$ cat src/rtl/pds_pkg.sv
package pds_pkg;
   typedef enum logic [3:0] {
      S_IDLE,
      S_CLK_UP,
      S_QOS_GO,
      S_QOS_WAIT,
      S_HS_REQ,
      S_HS_ACK,
      S_HS_IDL,
      S_PWR,
      S_PWR_WAIT,
      S_CLK_DN,
      S_DONE
   } pds_state_e;
endpackage

$ cat src/rtl/pds_wait_timer.sv
module pds_wait_timer #(
   parameter int TO_W = 8
) (
   input  logic            clk_i,
   input  logic            rst_ni,
   input  logic            clr_i,
   input  logic            run_i,
   input  logic [TO_W-1:0] limit_i,
   output logic            expired_o
);
   logic [TO_W-1:0] cnt_q;

   always_ff @(posedge clk_i or negedge rst_ni) begin
      if (!rst_ni)                         cnt_q <= '0;
      else if (clr_i || !run_i)            cnt_q <= '0;
      else if (cnt_q != limit_i)           cnt_q <= cnt_q + 1'b1;
   end

   assign expired_o = run_i && (cnt_q == limit_i);
endmodule

$ cat src/rtl/pds_clk_chain.sv
module pds_clk_chain #(
   parameter int N = 3
) (
   input  logic         clk_i,
   input  logic         rst_ni,
   input  logic         up_i,
   input  logic         dn_i,
   output logic [N-1:0] en_o,
   output logic         full_o,
   output logic         empty_o
);
   localparam int TOP_IDX = N - 1;

   logic [N-1:0] en_q;

   generate
      if (N == 1) begin : g_single
         always_ff @(posedge clk_i or negedge rst_ni) begin
            if (!rst_ni)   en_q <= '0;
            else if (up_i) en_q <= 1'b1;
            else if (dn_i) en_q <= 1'b0;
         end
      end else begin : g_multi
         always_ff @(posedge clk_i or negedge rst_ni) begin
            if (!rst_ni)   en_q <= '0;
            else if (up_i) en_q <= {en_q[TOP_IDX-1:0], 1'b1};
            else if (dn_i) en_q <= {1'b0, en_q[TOP_IDX:1]};
         end
      end
   endgenerate

   assign en_o    = en_q;
   assign full_o  = en_q[TOP_IDX];
   assign empty_o = !en_q[0];


   therm_shape_chk: assert property (@(posedge clk_i) disable iff (!rst_ni)
      ((en_q + 1'b1) & en_q) == '0);
endmodule

$ cat src/rtl/pds_seq.sv
module pds_seq
   import pds_pkg::*;
#(
   parameter int NCLK       = 3,
   parameter int TO_W       = 8,
   parameter bit HAS_PWR    = 1'b1,
   parameter bit HAS_STATUS = 1'b1,
   parameter bit HAS_IDLE   = 1'b1
) (
   input  logic            clk_i,
   input  logic            rst_ni,
   input  logic            req_valid_i,
   input  logic            req_on_i,
   input  logic            pwr_stat_i,
   input  logic            idle_ack_i,
   input  logic            idle_stat_i,
   input  logic            qos_done_i,
   input  logic [TO_W-1:0] tmo_limit_i,
   output logic [NCLK-1:0] clk_en_o,
   output logic            idle_req_o,
   output logic            pwr_off_o,
   output logic            qos_save_o,
   output logic            qos_restore_o,
   output logic            busy_o,
   output logic            done_o,
   output logic            err_o
);
   localparam pds_state_e UP_FIRST    = HAS_PWR  ? S_PWR    : (HAS_IDLE ? S_HS_REQ : S_QOS_GO);
   localparam pds_state_e AFTER_SAVE  = HAS_IDLE ? S_HS_REQ : (HAS_PWR  ? S_PWR    : S_CLK_DN);
   localparam pds_state_e AFTER_QUIET = HAS_PWR  ? S_PWR    : S_CLK_DN;
   localparam pds_state_e AFTER_PWRUP = HAS_IDLE ? S_HS_REQ : S_QOS_GO;

   generate
      if (NCLK < 1) begin : g_bad_nclk
         $error("pds_seq: NCLK must be at least 1");
      end
      if (TO_W < 1) begin : g_bad_tow
         $error("pds_seq: TO_W must be at least 1");
      end
      if (!HAS_STATUS && !HAS_IDLE) begin : g_bad_stat
         $error("pds_seq: a domain without status needs the idle handshake");
      end
      if (!HAS_PWR && !HAS_IDLE) begin : g_bad_empty
         $error("pds_seq: a domain needs a power switch or an idle handshake");
      end
   endgenerate

   pds_state_e state_q, nxt;
   logic dir_q, err_q, idle_req_q, pwr_off_q;
   logic on_now, waiting, cond_met, expired;
   logic full, empty, step_up, step_dn;

   generate
      if (HAS_STATUS) begin : g_stat
         assign on_now = !pwr_stat_i;
      end else begin : g_nostat
         assign on_now = !idle_stat_i;
      end
   endgenerate

   assign waiting = (state_q == S_QOS_WAIT) || (state_q == S_HS_ACK) ||
                    (state_q == S_HS_IDL)   || (state_q == S_PWR_WAIT);

   always_comb begin
      unique case (state_q)
         S_QOS_WAIT: cond_met = qos_done_i;
         S_HS_ACK:   cond_met = (idle_ack_i == idle_req_q);
         S_HS_IDL:   cond_met = (idle_stat_i == idle_req_q);
         S_PWR_WAIT: cond_met = (on_now == dir_q);
         default:    cond_met = 1'b0;
      endcase
   end

   always_comb begin
      nxt = state_q;
      unique case (state_q)
         S_IDLE:     if (req_valid_i) nxt = (on_now == req_on_i) ? S_DONE : S_CLK_UP;
         S_CLK_UP:   if (full) nxt = dir_q ? UP_FIRST : S_QOS_GO;
         S_QOS_GO:   nxt = S_QOS_WAIT;
         S_QOS_WAIT: if (cond_met) nxt = dir_q ? S_CLK_DN : AFTER_SAVE;
                     else if (expired) nxt = S_DONE;
         S_HS_REQ:   nxt = S_HS_ACK;
         S_HS_ACK:   if (cond_met) nxt = S_HS_IDL;
                     else if (expired) nxt = S_DONE;
         S_HS_IDL:   if (cond_met) nxt = dir_q ? S_QOS_GO : AFTER_QUIET;
                     else if (expired) nxt = S_DONE;
         S_PWR:      nxt = S_PWR_WAIT;
         S_PWR_WAIT: if (cond_met) nxt = dir_q ? AFTER_PWRUP : S_CLK_DN;
                     else if (expired) nxt = S_DONE;
         S_CLK_DN:   if (empty) nxt = S_DONE;
         S_DONE:     nxt = S_IDLE;
         default:    nxt = S_IDLE;
      endcase
   end

   always_ff @(posedge clk_i or negedge rst_ni) begin
      if (!rst_ni) begin
         state_q    <= S_IDLE;
         dir_q      <= 1'b1;
         err_q      <= 1'b0;
         idle_req_q <= 1'b0;
         pwr_off_q  <= 1'b0;
      end else begin
         state_q <= nxt;
         if (state_q == S_IDLE && req_valid_i) begin
            dir_q <= req_on_i;
            err_q <= 1'b0;
         end
         if (waiting && !cond_met && expired) err_q <= 1'b1;
         if (state_q == S_HS_REQ && HAS_IDLE) idle_req_q <= !dir_q;
         if (state_q == S_PWR && HAS_PWR)     pwr_off_q  <= !dir_q;
      end
   end

   assign step_up = (state_q == S_CLK_UP) && !full;
   assign step_dn = (state_q == S_CLK_DN) && !empty;

   pds_clk_chain #(.N(NCLK)) u_chain (
      .clk_i   (clk_i),
      .rst_ni  (rst_ni),
      .up_i    (step_up),
      .dn_i    (step_dn),
      .en_o    (clk_en_o),
      .full_o  (full),
      .empty_o (empty)
   );

   pds_wait_timer #(.TO_W(TO_W)) u_timer (
      .clk_i     (clk_i),
      .rst_ni    (rst_ni),
      .clr_i     (nxt != state_q),
      .run_i     (waiting),
      .limit_i   (tmo_limit_i),
      .expired_o (expired)
   );

   assign idle_req_o    = idle_req_q;
   assign pwr_off_o     = pwr_off_q;
   assign qos_save_o    = (state_q == S_QOS_GO) && !dir_q;
   assign qos_restore_o = (state_q == S_QOS_GO) && dir_q;
   assign busy_o        = (state_q != S_IDLE);
   assign done_o        = (state_q == S_DONE);
   assign err_o         = err_q;


   save_full_clk_chk: assert property (@(posedge clk_i) disable iff (!rst_ni)
      qos_save_o |-> (&clk_en_o));

   generate
      if (HAS_IDLE && HAS_PWR) begin : g_hs_chk

         off_under_idle_chk: assert property (@(posedge clk_i) disable iff (!rst_ni)
            $rose(pwr_off_o) |-> idle_req_o);

         wake_after_pwr_chk: assert property (@(posedge clk_i) disable iff (!rst_ni)
            $fell(idle_req_o) |-> !pwr_off_o);
      end
   endgenerate


   done_pulse_chk: assert property (@(posedge clk_i) disable iff (!rst_ni)
      done_o |=> !done_o);


   err_from_wait_chk: assert property (@(posedge clk_i) disable iff (!rst_ni)
      $rose(err_o) |-> $past(waiting));
endmodule

$ cat config.mk
export PLATFORM = sky130hd
export DESIGN_NAME = pds_seq
export DESIGN_NICKNAME = d
export VERILOG_FILES = /design/src/rtl/pds_pkg.sv /design/src/rtl/pds_wait_timer.sv /design/src/rtl/pds_clk_chain.sv /design/src/rtl/pds_seq.sv
export SDC_FILE = /design/constraint.sdc
export NUM_CORES = 1
export LEC_CHECK = 0
export ABC_AREA = 1
export BUFFER_PORTS_ARGS = -buffer_cell sky130_fd_sc_hd__buf_2
export CORE_AREA = 5 5 56 58
export CTS_BUF_LIST = sky130_fd_sc_hd__clkbuf_8
export DETAILED_ROUTE_END_ITERATION = 12
export DIE_AREA = 0 0 61 63
export GPL_TIMING_DRIVEN = 1
export PLACE_DENSITY = 0.84
export SETUP_SLACK_MARGIN = 0.02
export SYNTH_ARGS = -nofsm -noshare
export SYNTH_HDL_FRONTEND = slang
export SYNTH_SLANG_ARGS = --single-unit
$ cat constraint.sdc
create_clock -name clk_i -period 2.4 [get_ports clk_i]
set_clock_uncertainty 0.1 [all_clocks]
set_input_delay 0.12 -clock clk_i [delete_from_list [all_inputs] [get_ports clk_i]]
set_output_delay 0.12 -clock clk_i [all_outputs]
set_load 0.03 [all_outputs]
==> results of run 1 <==
[report_power, final]
| group | switching, W | total [W] | internal [W] |
|---|---|---|---|
| registers | 0.000104 | 0.000521 | 0.000418 |
| logic | 0.000698 | 0.00102 | 0.000324 |
| clock network | 0.000119 | 0.000237 | 0.000117 |
| total | 0.000921 | 0.00178 | 0.000859 |
[cell type report]
class | count | area [sq um] | area share (%)
multi-input combinational | 143 | 787 | 49.3
timing repair buffer | 27 | 145 | 9.08
clock buffer | 3 | 41.3 | 2.58
clock inverter | 1 | 7.51 | 0.470
tap | 31 | 38.8 | 2.43
sequential | 19 | 477 | 29.8
inverter | 27 | 101 | 6.34
[layer usage]
| layer | wire, um | vias to the layer above | global-route usage [%] | part of all wire, % |
|---|---|---|---|---|
| li1 | - | 665 | - | - |
| met1 | 1320 | 586 | 22.8 | 45 |
| met2 | 1430 | 36 | 27.8 | 48 |
| met3 | 150 | 8 | 4.34 | 5.1 |
| met4 | 44 | 0 | 5.69 | 1.5 |
| met5 | 0 | - | 0 | 0 |
[path summary, 6_finish.rpt]
check	from	end	slack, ps	depth (start not counted)
max reg2reg	state_q[0]	u_timer.cnt_q[3]	220	15
min	req_valid_i	dir_q	80	4
max in group asynchronous	rst_ni	dir_q	1670	2
max	state_q[0]	u_timer.cnt_q[3]	220	15
min reg2reg	u_timer.cnt_q[0]	u_timer.cnt_q[0]	380	1
min in group asynchronous	rst_ni	pwr_off_o	200	2
[worst min-delay path: cells and delay by family]
| family | cells | cell delay, ps |
|---|---|---|
| AO/OA/AOI/OAI | 1 | 90 |
| AND/OR/NAND/NOR | 1 | 70 |
| buffers and inverters | 2 | 170 |
[layout by cell type (no fill, tap or decap), types with 4 or more instances in the layout]
| cell | n |
|---|---|
| buf_2 | 25 |
| nand2_1 | 46 |
| inv_1 | 22 |
| inv_2 | 5 |
| nand2_2 | 6 |
| a21oi_1 | 4 |
| dfrtp_1 | 18 |
| xnor2_1 | 9 |
| nor2_1 | 20 |
| o21ai_0 | 7 |
| nand3_1 | 11 |
| nor2_2 | 11 |
[kinds of logic (layout without fill, tap and decap cells)]
family	count (synthesis)	in the layout	share of synthesized area, %
AO/OA/AOI/OAI	20	20	8.99
XOR/XNOR	12	12	7.63
adder cells (fa/ha/maj)	1	1	0.908
buffers and inverters	29	58	8.27
flip-flops	19	19	34.6
AND/OR/NAND/NOR	110	110	39.6
[per-stage QoR]
stage / setup slack [ps] / instances / total power [W] / cell area [sq um]
2_1_floorplan: 524 / 191 / 0.00132 / 1380
3_3_place_gp: 259 / 245 / 0.00152 / 1530
3_5_place_dp: 254 / 245 / 0.00154 / 1530
4_1_cts: 224 / 251 / 0.00179 / 1600
5_1_grt: 34.1 / 251 / 0.00194 / 1600
6_report: 217 / 251 / 0.00178 / 1600
[state kept, by name (all words and copies together) (netlist names)]
signal,cells
dir_q,1
err_o,1
idle_req_o,1
pwr_off_o,1
state_q,4
u_chain.en_o,3
u_timer.cnt_q,8
==> run summary, run 1 <==
vias per cell - 5.16
largest net degree at the start of global routing - 20
Final ANT Viol Nets - 0
fin util - 61.1%
1st-iter DRT viols - 60
gpl congestion - 0.894
initial core utilization - 52.7%
Distinct cells, synth - 30
status - finished clean
Routed Wire Length - 2950 um
GR Util All Layers - 17.5%
WS Path Type - flip-flop to flip-flop
IO Port Bufs - 25
CTS sink count - 19
top cells by area, synth - dfrtp_1 (33%), nand2_1 (13%), inv_1 (6.0%)
fmax - 458 MHz
WP data required - 2500 ps
CTS Buffer Depth - 2
Final setup viols - 0
I/O pins - 26
RSZ-0062 raised after global routing - false
Post-synth EDFFs - 0
count of final hold-check violations - 0
crit path time final - 2180 ps
Critical Path, Cell by Cell - inv_1, nor2_2, nand2_1, nand2_2, nor2_1, nand2_2, nand3_2, nand2_1, o21bai_2, nand2_1, nand2_1, nand3_2, nor2_4, nand2_4, nor2_2
FP Rows - 19
Post-synth top cells - nand2_1 (46), inv_1 (22), nor2_1 (20)
drt wl/cell - 11.7 um
Core ar. - 0.00262 sq mm
CP endpoint kind - flip-flop
Seq cells post-synth - 19
first-pass GRT wire length - 5170 um
Syn Std Cell Area - 0.00138 sq mm
maximum vdd drop - 0.797 mV
vias in the first global route - 1245
DRC viols - 0
Syn Nets - 208
Power Dens Cells - 1110 mW/mm^2
Num CTS Buffers - 3
Crit path largest cell delay - 440 ps
count leader, synth - nand2_1
initial antenna violation count - 0
cell count after synthesis - 191
Die W - 61 um
TritonCTS clock tree - built
crit path max fanout - 8
Nets - 238
leak pwr - 0.790 nW
P&R area growth vs syn - 16.0%
Avg Cell Area, Syn - 7.21 sq um
Synth top area share - 32.7%
drt first pass iters - 4
crit path DAT - 2280 ps
FFs w/ async S/R, synth - 100%
headroom to the max-slew limit - 71.9%
dpl hpwl - 2340 um
cell taking the most area after synthesis - dfrtp_1
post-CTS setup buffers - 0
sequential share of the synthesized area - 34.6%
Max H-tree Level - 1
Slew Limit Fails - 0
CP bufs+invs - 1
Crit path max-delay family - simple AND/OR/NAND/NOR gates
top_reg_cell synth - dfrtp_1
grt total ovfl - 0
Worst-path clk slew - 80 ps
Slew @ Worst Pin - 421 ps
vias - 1295
Slowest-stage cell, CP - dfrtp_1
number of max-cap violations - 0
CTS Root Cell - clkbuf_8
Hold Path Class - primary input to flip-flop
fraction of layout instances using a drive strength above 1 - 29.1%
Hold Buf Count CTS - 2
CP most frequent cell - nand2_1
post-CTS sizing - 0
worst hold margin - 80.0 ps
CP Launch Type - flip-flop
Total Die Area - 0.00384 sq mm
Post-Route Setup TNS - 0 ps
clk_lat worst skew - 260 ps
Die Height - 63 um
synth warn - 0
Final Cycle Share - 91.0%
FILL cells - 247
Ant. Diodes - 0
(Power assumes the default switching activity.)
==> inputs of run 2 (changes only) <==
--- a/config.mk
+++ b/config.mk
@@ -7,12 +7,14 @@
 export LEC_CHECK = 0
 export ABC_AREA = 1
 export BUFFER_PORTS_ARGS = -buffer_cell sky130_fd_sc_hd__buf_2
-export CORE_AREA = 5 5 56 58
+export CELL_PAD_IN_SITES_DETAIL_PLACEMENT = 2
+export CELL_PAD_IN_SITES_GLOBAL_PLACEMENT = 2
+export CORE_AREA = 5 5 99 55
 export CTS_BUF_LIST = sky130_fd_sc_hd__clkbuf_8
 export DETAILED_ROUTE_END_ITERATION = 12
-export DIE_AREA = 0 0 61 63
+export DIE_AREA = 0 0 104 60
 export GPL_TIMING_DRIVEN = 1
-export PLACE_DENSITY = 0.84
+export PLACE_DENSITY = 0.86
 export SETUP_SLACK_MARGIN = 0.02
 export SYNTH_ARGS = -nofsm -noshare
 export SYNTH_HDL_FRONTEND = slang
==> run summary, run 2 (same netlist as run 1, synthesis figures left out) <==
WS Path Type - flip-flop to flip-flop
TritonCTS clock tree - built
Routed Wire Length - 4850 um
detailed-routing wirelength on met1 - 2470 um
IO Port Bufs - 25
leak pwr - 0.790 nW
Ant. Diodes - 0
fin cells - 279
Flop pwr share - 28.5%
initial core utilization - 30.0%
worst setup path end - u_timer.cnt_q[6]
Total Die Area - 0.00624 sq mm
crit path time final - 2320 ps
crit path max fanout - 8
met3 routed WL - 373 um
Die Height - 60 um
vias in the first global route - 1378
P&R area growth vs syn - 20.7%
Die W - 104 um
1st-iter DRT viols - 92
CP endpoint kind - flip-flop
Worst R2R Start - state_q[1]
Worst-path clk slew - 70 ps
status - finished clean
FILL cells - 549
grt total ovfl - 0
vias - 1353
Placed Area - 0.00157 sq mm
GR Util All Layers - 15.9%
Slew @ Worst Pin - 461 ps
Post-Route Setup TNS - 0 ps
drt first pass iters - 4
Final setup viols - 0
maximum vdd drop - 0.503 mV
DRC viols - 0
Num CTS Buffers - 3
clock power share - 11.9%
fmax - 432 MHz
Largest register FFs - 8
WP data required - 2440 ps
Max H-tree Level - 1
highest routed layer - met3
CP Launch Type - flip-flop
Slew Limit Fails - 0
post-layout instance area - 0.00166 sq mm
reg2reg end - u_timer.cnt_q[6]
Final Cycle Share - 96.6%
number of max-cap violations - 0
Final Total Pwr - 0.00198 W
Nets - 237
reg2reg path depth - 14
internal cell power - 0.000884 W
Power Dens Cells - 1190 mW/mm^2
largest register by flop count - u_timer.cnt_q
Hold Path Class - primary input to flip-flop
first-pass GRT wire length - 7690 um
fin util - 36.2%
Final ANT Viol Nets - 0
switching power - 0.00109 W
gpl congestion - 0.890
RSZ-0062 raised after global routing - true
hold path cells - 3
headroom to the max-slew limit - 69.3%
count of final hold-check violations - 0
FP Rows - 18
Core ar. - 0.00459 sq mm
CTS Root Cell - clkbuf_8
CP startpoint - state_q[1]
largest net degree at the start of global routing - 20
vias per cell - 4.85
commonest non-fill, non-tap cell in the layout - nand2_1
commonest cells after routing, fill and taps aside - nand2_1 (43), buf_2 (25), inv_1 (21)
initial antenna violation count - 0
dpl hpwl - 3930 um
drt wl/cell - 17.4 um
clk_lat worst skew - 260 ps
CTS Buffer Depth - 2
fraction of layout instances using a drive strength above 1 - 34.2%
I/O pins - 26
CTS sink count - 19
combinational fraction of design power - 59.6%
crit path DAT - 2360 ps
r2r setup slk - 80 ps
sw frac - 55.3%
placed insts - 274
wire length on met2 - 2000 um
[run 2: stage by stage]
stage	setup slack, ps	hold slack, ps
CTS	61.9	4.04
global route	-30.6	46.5
floorplan	524	-276
detailed placement	91.8	-5.04
finish	82.5	6.33
global placement	181	-7.58
[run 2: final cells by class]
| class | instances | area [sq um] | area share (%) |
|---|---|---|---|
| inverters | 27 | 104 | 6.25 |
| clock buffers | 3 | 41.3 | 2.48 |
| repair buffers | 26 | 135 | 8.13 |
| clock inverters | 1 | 5.00 | 0.301 |
| flip-flops and latches | 19 | 480 | 28.9 |
| multi-input cells | 143 | 822 | 49.4 |
| well taps | 60 | 75.1 | 4.51 |
[run 2: layer usage]
layer  up-vias  global-route usage [%]
met3         0                    4.42
met4         0                   0.554
met2        39                    23.2
li1        661                       -
met5         -                       0
met1       653                    24.3
[run 2: repair_timing]
item / CTS / global route
hold buffers: 1 / 0
endpoints found under the setup margin: 0 / 8
setup buffers: 0 / 0
hold endpoints to repair: 18 / 0
gates resized for setup: 0 / 15
[run 2: worst max-delay path, stage by stage (launching register included)]
cell     delay (ps)
dfrtp_2         480
nor2_2          180
inv_1           100
nor2_1          210
nand2_1         150
inv_1           130
nand2_1         100
nand3_1         190
a21oi_2          70
nand2_2          80
nand2_1          50
nand2_1         120
nor2_4           50
nand2_4         140
nor2_2           50
[run 2: worst min-delay path by stage]
| stage | from | slack [ps] | end |
|---|---|---|---|
| 5_1_grt | req_on_i | 50 | dir_q |
| 3_3_place_gp | rst_ni | -8 | err_o |
| 6_report | req_on_i | 6 | dir_q |
| 2_1_floorplan | rst_ni | -280 | err_o |
| 4_1_cts | req_on_i | 4 | dir_q |
| 3_5_place_dp | rst_ni | -5 | err_o |
[run 2: power groups by stage]
stage	registers, W	logic [W]	clock network [W]
floorplan	0.000561	0.000764	0
global placement	0.000544	0.00107	0
detailed placement	0.000548	0.00110	0
CTS	0.000543	0.00113	0.000240
global route	0.000581	0.00130	0.000258
finish	0.000564	0.00118	0.000236
==> inputs of run 3 (changes only) <==
--- a/config.mk
+++ b/config.mk
@@ -9,12 +9,12 @@
 export BUFFER_PORTS_ARGS = -buffer_cell sky130_fd_sc_hd__buf_2
 export CELL_PAD_IN_SITES_DETAIL_PLACEMENT = 2
 export CELL_PAD_IN_SITES_GLOBAL_PLACEMENT = 2
-export CORE_AREA = 5 5 99 55
+export CORE_AREA = 5 5 104 57
 export CTS_BUF_LIST = sky130_fd_sc_hd__clkbuf_8
 export DETAILED_ROUTE_END_ITERATION = 12
-export DIE_AREA = 0 0 104 60
+export DIE_AREA = 0 0 109 62
 export GPL_TIMING_DRIVEN = 1
-export PLACE_DENSITY = 0.86
+export PLACE_DENSITY = 0.83
 export SETUP_SLACK_MARGIN = 0.02
 export SYNTH_ARGS = -nofsm -noshare
 export SYNTH_HDL_FRONTEND = slang
==> constraint.sdc (replaced) <==
create_clock -name clk_i -period 2 [get_ports clk_i]
set_clock_uncertainty 0.1 [all_clocks]
set_input_delay 0.1 -clock clk_i [delete_from_list [all_inputs] [get_ports clk_i]]
set_output_delay 0.1 -clock clk_i [all_outputs]
set_load 0.03 [all_outputs]
==> run summary, run 3 (same netlist as run 1, synthesis figures left out) <==
P&R area growth vs syn - 60.5%
crit path max fanout - 8
IO Port Bufs - 25
vias - 1645
vias per cell - 4.94
Slowest-stage cell, CP - dfrtp_2
fin util - 45.7%
first-pass GRT wire length - 10000 um
Final Total Pwr - 0.00355 W
crit path DAT - 2560 ps
gpl congestion - 0.884
initial core utilization - 28.4%
Final setup viols - 13
CP endpoint kind - flip-flop
crit path time final - 2450 ps
WS Path Type - flip-flop to flip-flop
Total Die Area - 0.00676 sq mm
initial antenna violation count - 0
clk_lat worst skew - 290 ps
maximum vdd drop - 0.510 mV
CP bufs+invs - 1
CTS Buffer Depth - 2
drt first pass iters - 4
grt total ovfl - 0
drt wl/cell - 23.0 um
Hold Path Class - primary input to flip-flop
Ant. Diodes - 0
RSZ-0062 raised after global routing - true
DRC viols - 0
vias in the first global route - 1846
largest register by flop count - u_timer.cnt_q
failing checks - negative setup slack
fraction of layout instances using a drive strength above 1 - 53.6%
Die Height - 62 um
Largest register FFs - 8
number of max-cap violations - 0
Num CTS Buffers - 3
Final Cycle Share - 123%
Crit path largest cell delay - 480 ps
leak pwr - 1.07 nW
fmax - 408 MHz
Critical Path, Cell by Cell - inv_1, nor2_2, nand2_2, nand2_4, nand3_2, nand2_4, nand3_1, o21ai_1, nand2_1, nand2_2, nand3_1, nand2_4, nand2_8, nor2_2
Slew @ Worst Pin - 481 ps
GR Util All Layers - 20.1%
status - finished, violations left
commonest cells after routing, fill and taps aside - buf_4 (40), nand2_1 (29), buf_2 (23)
CP most frequent cell - nand2_4
CP Launch Type - flip-flop
CTS sink count - 19
I/O pins - 26
largest net degree at the start of global routing - 20
Worst-path clk slew - 110 ps
final worst setup slack - -451 ps
Die W - 109 um
Final ANT Viol Nets - 0
Routed Wire Length - 7670 um
FP Rows - 18
CTS Root Cell - clkbuf_8
Power Dens Cells - 1600 mW/mm^2
WP data required - 2110 ps
commonest non-fill, non-tap cell in the layout - buf_4
Post-Route Setup TNS - -4110 ps
dpl hpwl - 4300 um
TritonCTS clock tree - built
headroom to the max-slew limit - 68.0%
Slew Limit Fails - 0
Core ar. - 0.00484 sq mm
Max H-tree Level - 1
Nets - 281
count of final hold-check violations - 0
Crit path max-delay family - simple AND/OR/NAND/NOR gates
1st-iter DRT viols - 60
-- run 3: cell count changes in the layout (fill, tap and decap cells not counted), moves of 4 or more --
cell / change
buf_4: +40
nand2_1: -14
nand2_4: +11
nor2_1: -4
-- run 3: worst min-delay path: cells and delay by family --
family / cells / cell delay [ps]
simple gates: 2 / 190
buf+inv: 1 / 110
compound gates: 1 / 110
-- run 3: layout make-up --
cell class	count	area [sq um]
Clock buffer	3	41.3
Clock inverter	1	7.51
Fill cell	542	2630
Inverter	27	106
Multi-Input combinational cell	143	993
Sequential cell	19	482
Tap cell	70	87.6
Timing Repair Buffer	70	493
-- run 3: worst paths after layout --
path                                       start                to  slack [ps]  depth (start not counted)
worst max-delay path                  state_q[0]  u_timer.cnt_q[7]        -450                         14
worst min-delay path                 req_valid_i             err_o         170                          4
worst max register to register        state_q[0]  u_timer.cnt_q[7]        -450                         14
worst min register to register  u_timer.cnt_q[0]  u_timer.cnt_q[0]         460                          2
max in group asynchronous                 rst_ni        state_q[1]        1210                          2
min in group asynchronous                 rst_ni  u_timer.cnt_q[6]         200                          2
-- run 3: stage by stage --
step	cells	instance area [sq um]	hold WS (ps)	worst slack [ps]
after floorplan	191	1380	-296	124
after global placement	316	1820	-22.9	-115
after global routing	333	2210	203	-541
final	333	2210	169	-451
after detailed placement	316	1820	-9.24	-332
after CTS	328	2060	109	-205
-- run 3: per-layer routing --
metal	vias up	global-route usage, %	share of wire [%]
met1	850	24.2	45
met5	-	0	0
met4	0	6.47	0.99
met3	9	3.41	3.9
li1	744	-	-
met2	42	37.6	50
-- run 3: power breakdown --
group	leakage, nW	internal, W	switching, W	total [W]
Clock	0.0217	0.000142	0.000193	0.000335
Combinational	0.806	0.000972	0.00158	0.00255
Sequential	0.238	0.000507	0.000156	0.000662
-- run 3: what timing repair did --
action	4_1_cts	5_1_grt
endpoints found under the setup margin	13	13
pin swaps	5	10
hold buffers	2	0
hold endpoints to repair	19	0
gates resized for setup	39	23
buffers inserted	7	6
